--- src/rtl/xbar_pkg.sv ---
package xbar_pkg;

    typedef enum logic [2:0] {
        ST_INIT_WR,
        ST_INIT_COMMIT,
        ST_IDLE,
        ST_ROUTE_WR,
        ST_ROUTE_COMMIT
    } ctl_state_e;

endpackage

--- src/rtl/xbar_req_hold.sv ---
module xbar_req_hold #(
    parameter int PORT_W = 4
) (
    input  logic              clk,
    input  logic              rst_n,
    input  logic              fire,
    input  logic [PORT_W-1:0] in_out,
    input  logic [PORT_W-1:0] in_src,
    input  logic              in_en,
    output logic [PORT_W-1:0] hold_out,
    output logic [PORT_W-1:0] hold_src,
    output logic              hold_en
);

    always_ff @(posedge clk or negedge rst_n) begin
        if (!rst_n) begin
            hold_out <= '0;
            hold_src <= '0;
            hold_en  <= 1'b0;
        end else if (fire) begin
            hold_out <= in_out;
            hold_src <= in_src;
            hold_en  <= in_en;
        end
    end

endmodule

--- src/rtl/xbar_ctl_fsm.sv ---
module xbar_ctl_fsm
    import xbar_pkg::*;
#(
    parameter int GRID     = 2,
    parameter int TILE_DIM = 8,
    parameter int CNT_W    = 5
) (
    input  logic             clk,
    input  logic             rst_n,
    input  logic             fire,
    output ctl_state_e       state_q,
    output logic [CNT_W-1:0] cnt_q
);

    localparam int SWEEP_LEN = GRID * GRID * TILE_DIM;
    localparam logic [CNT_W-1:0] SWEEP_LAST = CNT_W'(SWEEP_LEN - 1);
    localparam logic [CNT_W-1:0] ROUTE_LAST = CNT_W'(GRID - 1);

    ctl_state_e       state_d;
    logic [CNT_W-1:0] cnt_d;

    always_ff @(posedge clk or negedge rst_n) begin
        if (!rst_n) begin
            state_q <= ST_INIT_WR;
            cnt_q   <= '0;
        end else begin
            state_q <= state_d;
            cnt_q   <= cnt_d;
        end
    end

    always_comb begin
        state_d = state_q;
        cnt_d   = cnt_q;
        unique case (state_q)
            ST_INIT_WR: begin
                if (cnt_q == SWEEP_LAST) begin
                    state_d = ST_INIT_COMMIT;
                    cnt_d   = '0;
                end else begin
                    cnt_d = cnt_q + 1'b1;
                end
            end
            ST_INIT_COMMIT: state_d = ST_IDLE;
            ST_IDLE: begin
                if (fire) begin
                    state_d = ST_ROUTE_WR;
                    cnt_d   = '0;
                end
            end
            ST_ROUTE_WR: begin
                if (cnt_q == ROUTE_LAST) begin
                    state_d = ST_ROUTE_COMMIT;
                    cnt_d   = '0;
                end else begin
                    cnt_d = cnt_q + 1'b1;
                end
            end
            ST_ROUTE_COMMIT: state_d = ST_IDLE;
            default: begin
                state_d = ST_INIT_WR;
                cnt_d   = '0;
            end
        endcase
    end

endmodule

--- src/rtl/xbar_cmd_gen.sv ---
module xbar_cmd_gen
    import xbar_pkg::*;
#(
    parameter int GRID     = 2,
    parameter int TILE_DIM = 8,
    parameter int CNT_W    = 5
) (
    input  ctl_state_e                                  state_q,
    input  logic [CNT_W-1:0]                            cnt_q,
    input  logic [$clog2(TILE_DIM)+$clog2(GRID)-1:0]   rq_out,
    input  logic [$clog2(TILE_DIM)+$clog2(GRID)-1:0]   rq_src,
    input  logic                                        rq_en,
    output logic                                        ready,
    output logic                                        we,
    output logic [2*$clog2(GRID)-1:0]                   sel,
    output logic [$clog2(TILE_DIM)-1:0]                 addr,
    output logic [$clog2(TILE_DIM):0]                   data,
    output logic                                        update
);

    localparam int ADDR_W = $clog2(TILE_DIM);
    localparam int ROW_W  = $clog2(GRID);
    localparam int PORT_W = ADDR_W + ROW_W;

    logic [ROW_W-1:0] row_w;
    logic [ROW_W-1:0] col_w;
    logic [ROW_W-1:0] src_row;

    assign src_row = rq_src[PORT_W-1 -: ROW_W];
    assign sel     = {row_w, col_w};

    always_comb begin
        ready  = 1'b0;
        we     = 1'b0;
        update = 1'b0;
        row_w  = '0;
        col_w  = '0;
        addr   = '0;
        data   = '0;
        unique case (state_q)
            ST_INIT_WR: begin
                we    = 1'b1;
                addr  = cnt_q[ADDR_W-1:0];
                col_w = cnt_q[ADDR_W +: ROW_W];
                row_w = cnt_q[ADDR_W+ROW_W +: ROW_W];
            end
            ST_INIT_COMMIT: update = 1'b1;
            ST_IDLE:        ready  = 1'b1;
            ST_ROUTE_WR: begin
                we    = 1'b1;
                // other rows first, the requested row last
                row_w = src_row + ROW_W'(1) + cnt_q[ROW_W-1:0];
                col_w = rq_out[PORT_W-1 -: ROW_W];
                addr  = rq_out[ADDR_W-1:0];
                if (rq_en && (row_w == src_row))
                    data = {1'b1, rq_src[ADDR_W-1:0]};
            end
            ST_ROUTE_COMMIT: update = 1'b1;
            default: ;
        endcase
    end

endmodule

--- src/rtl/xbar_route_ctrl.sv ---
module xbar_route_ctrl
    import xbar_pkg::*;
#(
    parameter int GRID     = 2,
    parameter int TILE_DIM = 8
) (
    input  logic                                      clk,
    input  logic                                      rst_n,
    input  logic                                      req_valid,
    output logic                                      req_ready,
    input  logic [$clog2(TILE_DIM)+$clog2(GRID)-1:0] req_out,
    input  logic [$clog2(TILE_DIM)+$clog2(GRID)-1:0] req_in,
    input  logic                                      req_en,
    output logic                                      tile_we,
    output logic [2*$clog2(GRID)-1:0]                 tile_sel,
    output logic [$clog2(TILE_DIM)-1:0]               tile_addr,
    output logic [$clog2(TILE_DIM):0]                 tile_data,
    output logic                                      tile_update
);

    localparam int ADDR_W = $clog2(TILE_DIM);
    localparam int ROW_W  = $clog2(GRID);
    localparam int PORT_W = ADDR_W + ROW_W;
    localparam int CNT_W  = $clog2(GRID * GRID * TILE_DIM);

    ctl_state_e        state_q;
    logic [CNT_W-1:0]  cnt_q;
    logic              fire;
    logic [PORT_W-1:0] rq_out;
    logic [PORT_W-1:0] rq_src;
    logic              rq_en;

    assign fire = req_valid && req_ready;

    xbar_ctl_fsm #(.GRID(GRID), .TILE_DIM(TILE_DIM), .CNT_W(CNT_W)) u_fsm (
        .clk     (clk),
        .rst_n   (rst_n),
        .fire    (fire),
        .state_q (state_q),
        .cnt_q   (cnt_q)
    );

    xbar_req_hold #(.PORT_W(PORT_W)) u_hold (
        .clk      (clk),
        .rst_n    (rst_n),
        .fire     (fire),
        .in_out   (req_out),
        .in_src   (req_in),
        .in_en    (req_en),
        .hold_out (rq_out),
        .hold_src (rq_src),
        .hold_en  (rq_en)
    );

    xbar_cmd_gen #(.GRID(GRID), .TILE_DIM(TILE_DIM), .CNT_W(CNT_W)) u_cmd (
        .state_q (state_q),
        .cnt_q   (cnt_q),
        .rq_out  (rq_out),
        .rq_src  (rq_src),
        .rq_en   (rq_en),
        .ready   (req_ready),
        .we      (tile_we),
        .sel     (tile_sel),
        .addr    (tile_addr),
        .data    (tile_data),
        .update  (tile_update)
    );

endmodule

--- config.mk ---
export PLATFORM = sky130hd
export DESIGN_NAME = xbar_route_ctrl
export DESIGN_NICKNAME = d
export VERILOG_FILES = /design/src/rtl/xbar_pkg.sv /design/src/rtl/xbar_req_hold.sv /design/src/rtl/xbar_ctl_fsm.sv /design/src/rtl/xbar_cmd_gen.sv /design/src/rtl/xbar_route_ctrl.sv
export SDC_FILE = /design/constraint.sdc
export NUM_CORES = 1
export LEC_CHECK = 0
export BUFFER_PORTS_ARGS = -buffer_cell sky130_fd_sc_hd__buf_2
export CAP_MARGIN = 40
export CORE_UTILIZATION = 47
export DETAILED_ROUTE_END_ITERATION = 7
export GPL_ROUTABILITY_DRIVEN = 0
export GPL_TIMING_DRIVEN = 0
export PLACE_DENSITY_LB_ADDON = 0.15
export SETUP_SLACK_MARGIN = 0.5
export SKIP_LAST_GASP = 1
export SYNTH_ARGS = -nofsm -noshare
export SYNTH_HDL_FRONTEND = slang
export SYNTH_HIERARCHICAL = 1
export SYNTH_SLANG_ARGS = --single-unit
--- constraint.sdc ---
create_clock -name clk -period 1.83 [get_ports clk]
set_input_delay 0.4575 -clock clk [delete_from_list [all_inputs] [get_ports clk]]
set_output_delay 0.4575 -clock clk [all_outputs]
set_load 0.02 [all_outputs]
==> impl_results.md, run 1 <==
- Most frequent cell after synthesis: dfrtp_1
- Skew final: about 0.0051 ns
- H-tree levels: 1
- Setup TNS: -1.705 ns
- Worst r2r src: u_fsm/state_q[0]
- Mapped Cells: 104
- Syn Std Cell Area: 1077 µm²
- Final Hold Fails: 0
- Final worst slack: -0.1839 ns
- Slew Viols, Final: 0
- EDFF count, synth: 0
- R2R depth: 9
- RSZ-0062 raised after global routing: true
- NumNets Final: roughly 160
- CP endpoint kind: output pin
- Starting density of the core: 0.5225
- Hold WC Path Type: in -> async
- First-pass DRT Iterations: 4
- Setup violators final: 22
- Worst r2r dst: u_fsm/cnt_q[3]
- Async set-reset flop share out of synthesis: 1.000
- Clk sinks: 17
- Diode count: 0
- Synth Warn #: 6
- Clock tree root driver cell: clkbuf_4
- Final period util: 1.100
- TritonCTS buffer count: 3
- Share of cells above drive strength 1: 0.6096
- Residual DRC: 0
- DR iter-0 viols: 14
- Antenna violations before repair: 0
- Yosys top cell by area: dfrtp_1
- Max FO, Critical Path: 6
- Most frequent cells after synthesis: 17 x dfrtp_1, 9 x mux2_4, 8 x nand2_1
- Pwr Density: 1714 nW/µm²
- Ports: 24
- First-pass GRT wire length: about 4.4 mm
- Max-cap violations: 0
- Largest net degree at the start of global routing: 18
- WP data arrival: 1.56 ns
- Post-Syn Nets: about 120
- Die width: 49.88 µm
- CP required: around 1.4 ns
- Critical path type: reg -> out
- Total gr overflow: 0
- Worst-margin pin slew: 0.3858 ns
- Leakage: about 0.75 nW
- Startpoint Class: flop
- ANT nets after route: 0
- P&R area growth vs syn: 50.41%
- Number of global-route vias before repair: approximately 950
- Post-synthesis sequential area ratio: 0.3949
- CTS tree: done
- Max Root-Sink Buffers: 2
- Die Span Y: 49.88 µm
- Final Power: 2.776 mW
- Number of synthesized register bits: 17
- Dpl hpwl: between 1.5 and 2 mm
- Flop-to-flop setup slack: -0.06 ns
- Num rows: 16
- Full die area: approximately 2500 µm²
- Yosys top cell area share: 0.3949
- Fmax: 496.6 MHz
- CTS clock-pin slew for the worst setup and hold paths: around 0.10 ns
- Failing checks: setup timing
- Crit path time final: a little over 2 ns
- Port Buffer Count: 23
- Leading register cell type out of synthesis: dfrtp_1
- Core area: 2062 µm²
- Clk_lat worst skew: between 0.2 and 0.3 ns
- Slew HR: 0.7428
- Critical Path Source: u_fsm/state_q[0]
- Final WL: about 2.8 mm
- Avg Cell Area, Syn: slightly above 10 µm²
- Setup crit end: tile_sel[1]
- Total vias in the final route: 941
- Total track usage: 0.2374
- Dominant cells by area after synthesis: dfrtp_1 39%, mux2_4 13%, ha_1 3.5%
- Peak supply drop: around 1000 µV
- Routed len/inst: between 15 and 20 µm
- Synth cell types: 34
- Hold slack: 0.06988 ns
- Vias/cell: roughly 5.4
- Outcome: complete, but fails checks
## sequential cells by signal, indices dropped and copies added (netlist names)
register         cells
u_fsm/state_q        3
u_fsm/cnt_q          5
u_hold/hold_src      4
u_hold/hold_out      4
u_hold/hold_en       1
## cell families after synthesis
logic type	after synthesis	synth area share
AND/OR/NAND/NOR	41	0.2230
AO/OA/AOI/OAI	17	0.1138
flip-flops	17	0.3949
buffers and inverters	13	0.07317
multiplexers	10	0.1359
XOR/XNOR	3	0.02439
adder cells (fa/ha/maj)	3	0.03485
## critical path, stage by stage, from the launching register on
cell and delay (ns):
dfrtp_2 0.45, buf_6 0.15, or2_4 0.26, o32ai_2 0.14, buf_4 0.16, buf_6 0.11
## cells in the final DEF, fill, tap and decap left out, drive strengths merged, types with 2 or more instances in the layout
cell,n
buf,45
o21ai,5
o32ai,2
clkbuf,5
nand3b,4
a21oi,6
mux2,10
nand3,7
ha,3
or3b,4
nand2,8
inv,5
or2,2
nor2,7
dfrtp,17
or4b,2
nor3,2
xnor2,2
## through the flow
stage	cell area (µm²)	util	instances	worst slack, ns
2_1_floorplan	1145	-	104	0.07285
3_3_place_gp	1294	0.6274	154	-0.07733
3_5_place_dp	1294	0.6274	154	-0.1159
4_1_cts	1535	0.7445	170	-0.1709
5_1_grt	1620	0.7858	173	-0.2283
6_report	1620	0.7858	173	-0.1839
## metal layers
layer / track usage / vias to the layer above / wire, µm
li1: - / 448 / -
met1: 0.3069 / 467 / 1264
met2: 0.4054 / 24 / 1492
met3: 0.04012 / 2 / 77
met4: 0.06667 / 0 / 14
met5: 0 / - / 0
## area by class of cell
class,count,area [µm²]
Timing Repair Buffer,38,324.1
Fill cell,122,441.7
Tap cell,27,33.78
Clock buffer,4,26.28
Buffer,8,78.83
Sequential cell,17,431.7
Inverter,5,18.77
Multi-Input combinational cell,74,706.9
## how the worst min path moves through the flow
stage | from | endpoint | slack [ns] | depth (start not counted)
6_report | rst_n | u_hold/hold_src[1] | 0.07 | 1
5_1_grt | rst_n | u_hold/hold_src[1] | 0.1 | 1
4_1_cts | rst_n | u_hold/hold_src[0] | 0.08 | 1
3_5_place_dp | rst_n | u_hold/hold_src[0] | 0.41 | 1
3_3_place_gp | rst_n | u_hold/hold_src[0] | 0.40 | 1
2_1_floorplan | rst_n | u_fsm/cnt_q[0] | 0.16 | 0
## timing repair
action,in CTS,in global routing
hold buffers,0,0
resized for setup,34,13
hold endpoints to repair,0,0
setup endpoints to repair,27,29
setup buffers,12,2
pin swaps,10,10
gates cloned,0,1
## report_power, final
| part | internal, mW | total (mW) | switching [mW] | leakage [nW] |
|---|---|---|---|---|
| logic | 1.02 | 1.87 | 0.856 | 0.529 |
| clock network | 0.0848 | 0.199 | 0.115 | 0.0150 |
| registers | 0.541 | 0.702 | 0.161 | 0.203 |
Note: power is estimated with default switching activity, not from simulation.
==> inputs of run 2 (changes only) <==
CELL_PAD_IN_SITES_DETAIL_PLACEMENT = 1   (was unset)
CELL_PAD_IN_SITES_GLOBAL_PLACEMENT = 1   (was unset)
CORE_UTILIZATION = 36   (was 47)
==> impl_results.md, run 2 (synthesis results as in run 1) <==
- Outcome: complete, but fails checks (unchanged)
- Failing checks: DRC, setup timing (was setup timing)
- Filler Cells Inserted: 310 (was 122)
- CP endpoint kind: output pin (unchanged)
- Max-cap violations: 0 (unchanged)
- First-pass GRT wire length: 4.892 mm (was 4.422 mm)
- Reg with most FFs: u_fsm/cnt_q (unchanged)
- Critical path type: reg -> out (unchanged)
- Setup violators final: 17 (was 22)
- Share of cells above drive strength 1: 0.6181 (was 0.6096)
- Clock tree root driver cell: clkbuf_4 (unchanged)
- Commonest non-fill, non-tap cell in the layout: buf_6 (unchanged)
- Diode count: 0 (unchanged)
- Fmax: 476.0 MHz (was 496.6 MHz)
- Largest net degree at the start of global routing: 18 (unchanged)
- Hold WC Path Type: in -> async (unchanged)
- Setup TNS: -2.687 ns (was -1.705 ns)
- Final non-filler cell area: 1642 µm² (was 1620 µm²)
- Core area: 2805 µm² (was 2062 µm²)
- Final period util: 1.148 (was 1.100)
- Final Hold Fails: 0 (unchanged)
- CTS tree: done (unchanged)
- Startpoint Class: flop (unchanged)
- RSZ-0062 raised after global routing: true (unchanged)
- P&R area growth vs syn: 52.38% (was 50.41%)
- TritonCTS buffer count: 3 (unchanged)
- Ports: 24 (unchanged)
- NumNets Final: 160 (was 162)
- Full die area: 3215 µm² (was 2488 µm²)
- Worst-margin pin slew: 0.4104 ns (was 0.3858 ns)
- Hold slack: 0.06713 ns (was 0.06988 ns)
- Pwr Density: 1694 nW/µm² (was 1714 nW/µm²)
- Post-DP Area: 1299 µm² (was 1294 µm²)
- Routed len/inst: 16.63 µm (was 16.46 µm)
- Peak supply drop: 689.5 µV (was 1043 µV)
- CTS clock-pin slew for the worst setup and hold paths: 0.11 ns (was 0.10 ns)
- Antenna violations before repair: 0 (unchanged)
- WP data arrival: 1.64 ns (was 1.56 ns)
- First-pass DRT Iterations: 6 (was 4)
- Clk sinks: 17 (unchanged)
- Pre-CTS setup slack: -0.1629 ns (was -0.1159 ns)
- Total vias in the final route: 946 (was 941)
- Max FO, Critical Path: 5 (was 6)
- Top Registers: u_fsm/cnt_q (5), u_hold/hold_out (4), u_hold/hold_src (4) (unchanged)
- Vias/cell: 5.406 (was 5.439)
- Final WL: 2.911 mm (was 2.848 mm)
- Slew Viols, Final: 0 (unchanged)
- Num rows: 19 (was 16)
- Total gr overflow: 0 (unchanged)
- R2R depth: 9 (unchanged)
- Final core occ: 0.5852 (was 0.7858)
- Die width: 56.71 µm (was 49.88 µm)
- Max reg flops: 5 (unchanged)
- Final worst slack: -0.2710 ns (was -0.1839 ns)
- Skew final: 0.009379 ns (was 0.005108 ns)
- Residual DRC: 2 (was 0)
- CP required: 1.37 ns (about the same)
- DR iter-0 viols: 14 (unchanged)
- Total track usage: 0.1990 (was 0.2374)
- Crit path time final: 2.101 ns (was 2.014 ns)
- Number of global-route vias before repair: 1000 (was 953)
- ANT nets after route: 0 (unchanged)
- Max Root-Sink Buffers: 2 (unchanged)
- Leakage: 0.7499 nW (was 0.7478 nW)
- H-tree levels: 1 (unchanged)
- Most frequent cells in the layout: 17 x buf_6, 15 x dfrtp_1, 13 x buf_2 (was 16 x buf_6, 15 x buf_4, 13 x buf_2)
- Slew HR: 0.7264 (was 0.7428)
- Port Buffer Count: 23 (unchanged)
- Starting density of the core: 0.3840 (was 0.5225)
- Dpl hpwl: 1.919 mm (was 1.676 mm)
- Die Span Y: 56.71 µm (was 49.88 µm)
- Clk_lat worst skew: 0.30 ns (was 0.29 ns)
## run 2: final timing paths
kind | start | to | slack [ns]
worst max-delay path | u_fsm/state_q[1] | tile_addr[0] | -0.27
worst min-delay path | rst_n | u_fsm/state_q[0] | 0.07
worst max register to register | u_fsm/state_q[1] | u_fsm/cnt_q[3] | -0.22
worst min register to register | u_hold/hold_src[1] | u_hold/hold_src[1] | 0.52
max in group asynchronous | rst_n | u_fsm/cnt_q[0] | 1.45
min in group clk | req_out[1] | u_hold/hold_out[1] | 0.38
## run 2: layout make-up
| type | instances | area, µm² | share of cell area |
|---|---|---|---|
| Buffer | 8 | 73.82 | 0.04497 |
| Clock buffer | 3 | 22.52 | 0.01372 |
| Clock inverter | 1 | 5.005 | 0.003049 |
| Tap cell | 31 | 38.79 | 0.02363 |
| Inverter | 5 | 18.77 | 0.01143 |
| Multi-Input combinational cell | 74 | 752.0 | 0.4581 |
| Sequential cell | 17 | 427.9 | 0.2607 |
| Timing Repair Buffer | 36 | 302.8 | 0.1845 |
## run 2: metal layers
metal / global-route usage / share of wire / up-vias
met4: 0.06786 / 0.0096 / 0
met5: 0 / 0 / -
met3: 0.03226 / 0.032 / 2
met2: 0.3367 / 0.52 / 23
li1: - / - / 447
met1: 0.2558 / 0.44 / 474
## run 2: through the flow
step	power [mW]	cells
after floorplan	1.691	104
after global placement	1.940	158
after detailed placement	2.008	158
after CTS	2.591	171
after global routing	2.964	175
final	2.781	175
## run 2: report_power, final
group | switching (mW) | total [mW] | internal, mW
logic | 0.879 | 1.87 | 0.993
registers | 0.162 | 0.698 | 0.536
clock network | 0.130 | 0.211 | 0.0815
## run 2: critical path: stages, from the launching register on
cell and delay, ns:
dfrtp_2 0.45, buf_6 0.12, buf_6 0.12, or3b_4 0.37
a21oi_2 0.15, buf_6 0.13
## run 2: timing repair
| item | in CTS | in global routing |
|---|---|---|
| pin swaps | 10 | 8 |
| setup buffers | 9 | 4 |
| hold buffers | 0 | 0 |
| gates resized for setup | 38 | 17 |
| setup endpoints to repair | 28 | 29 |
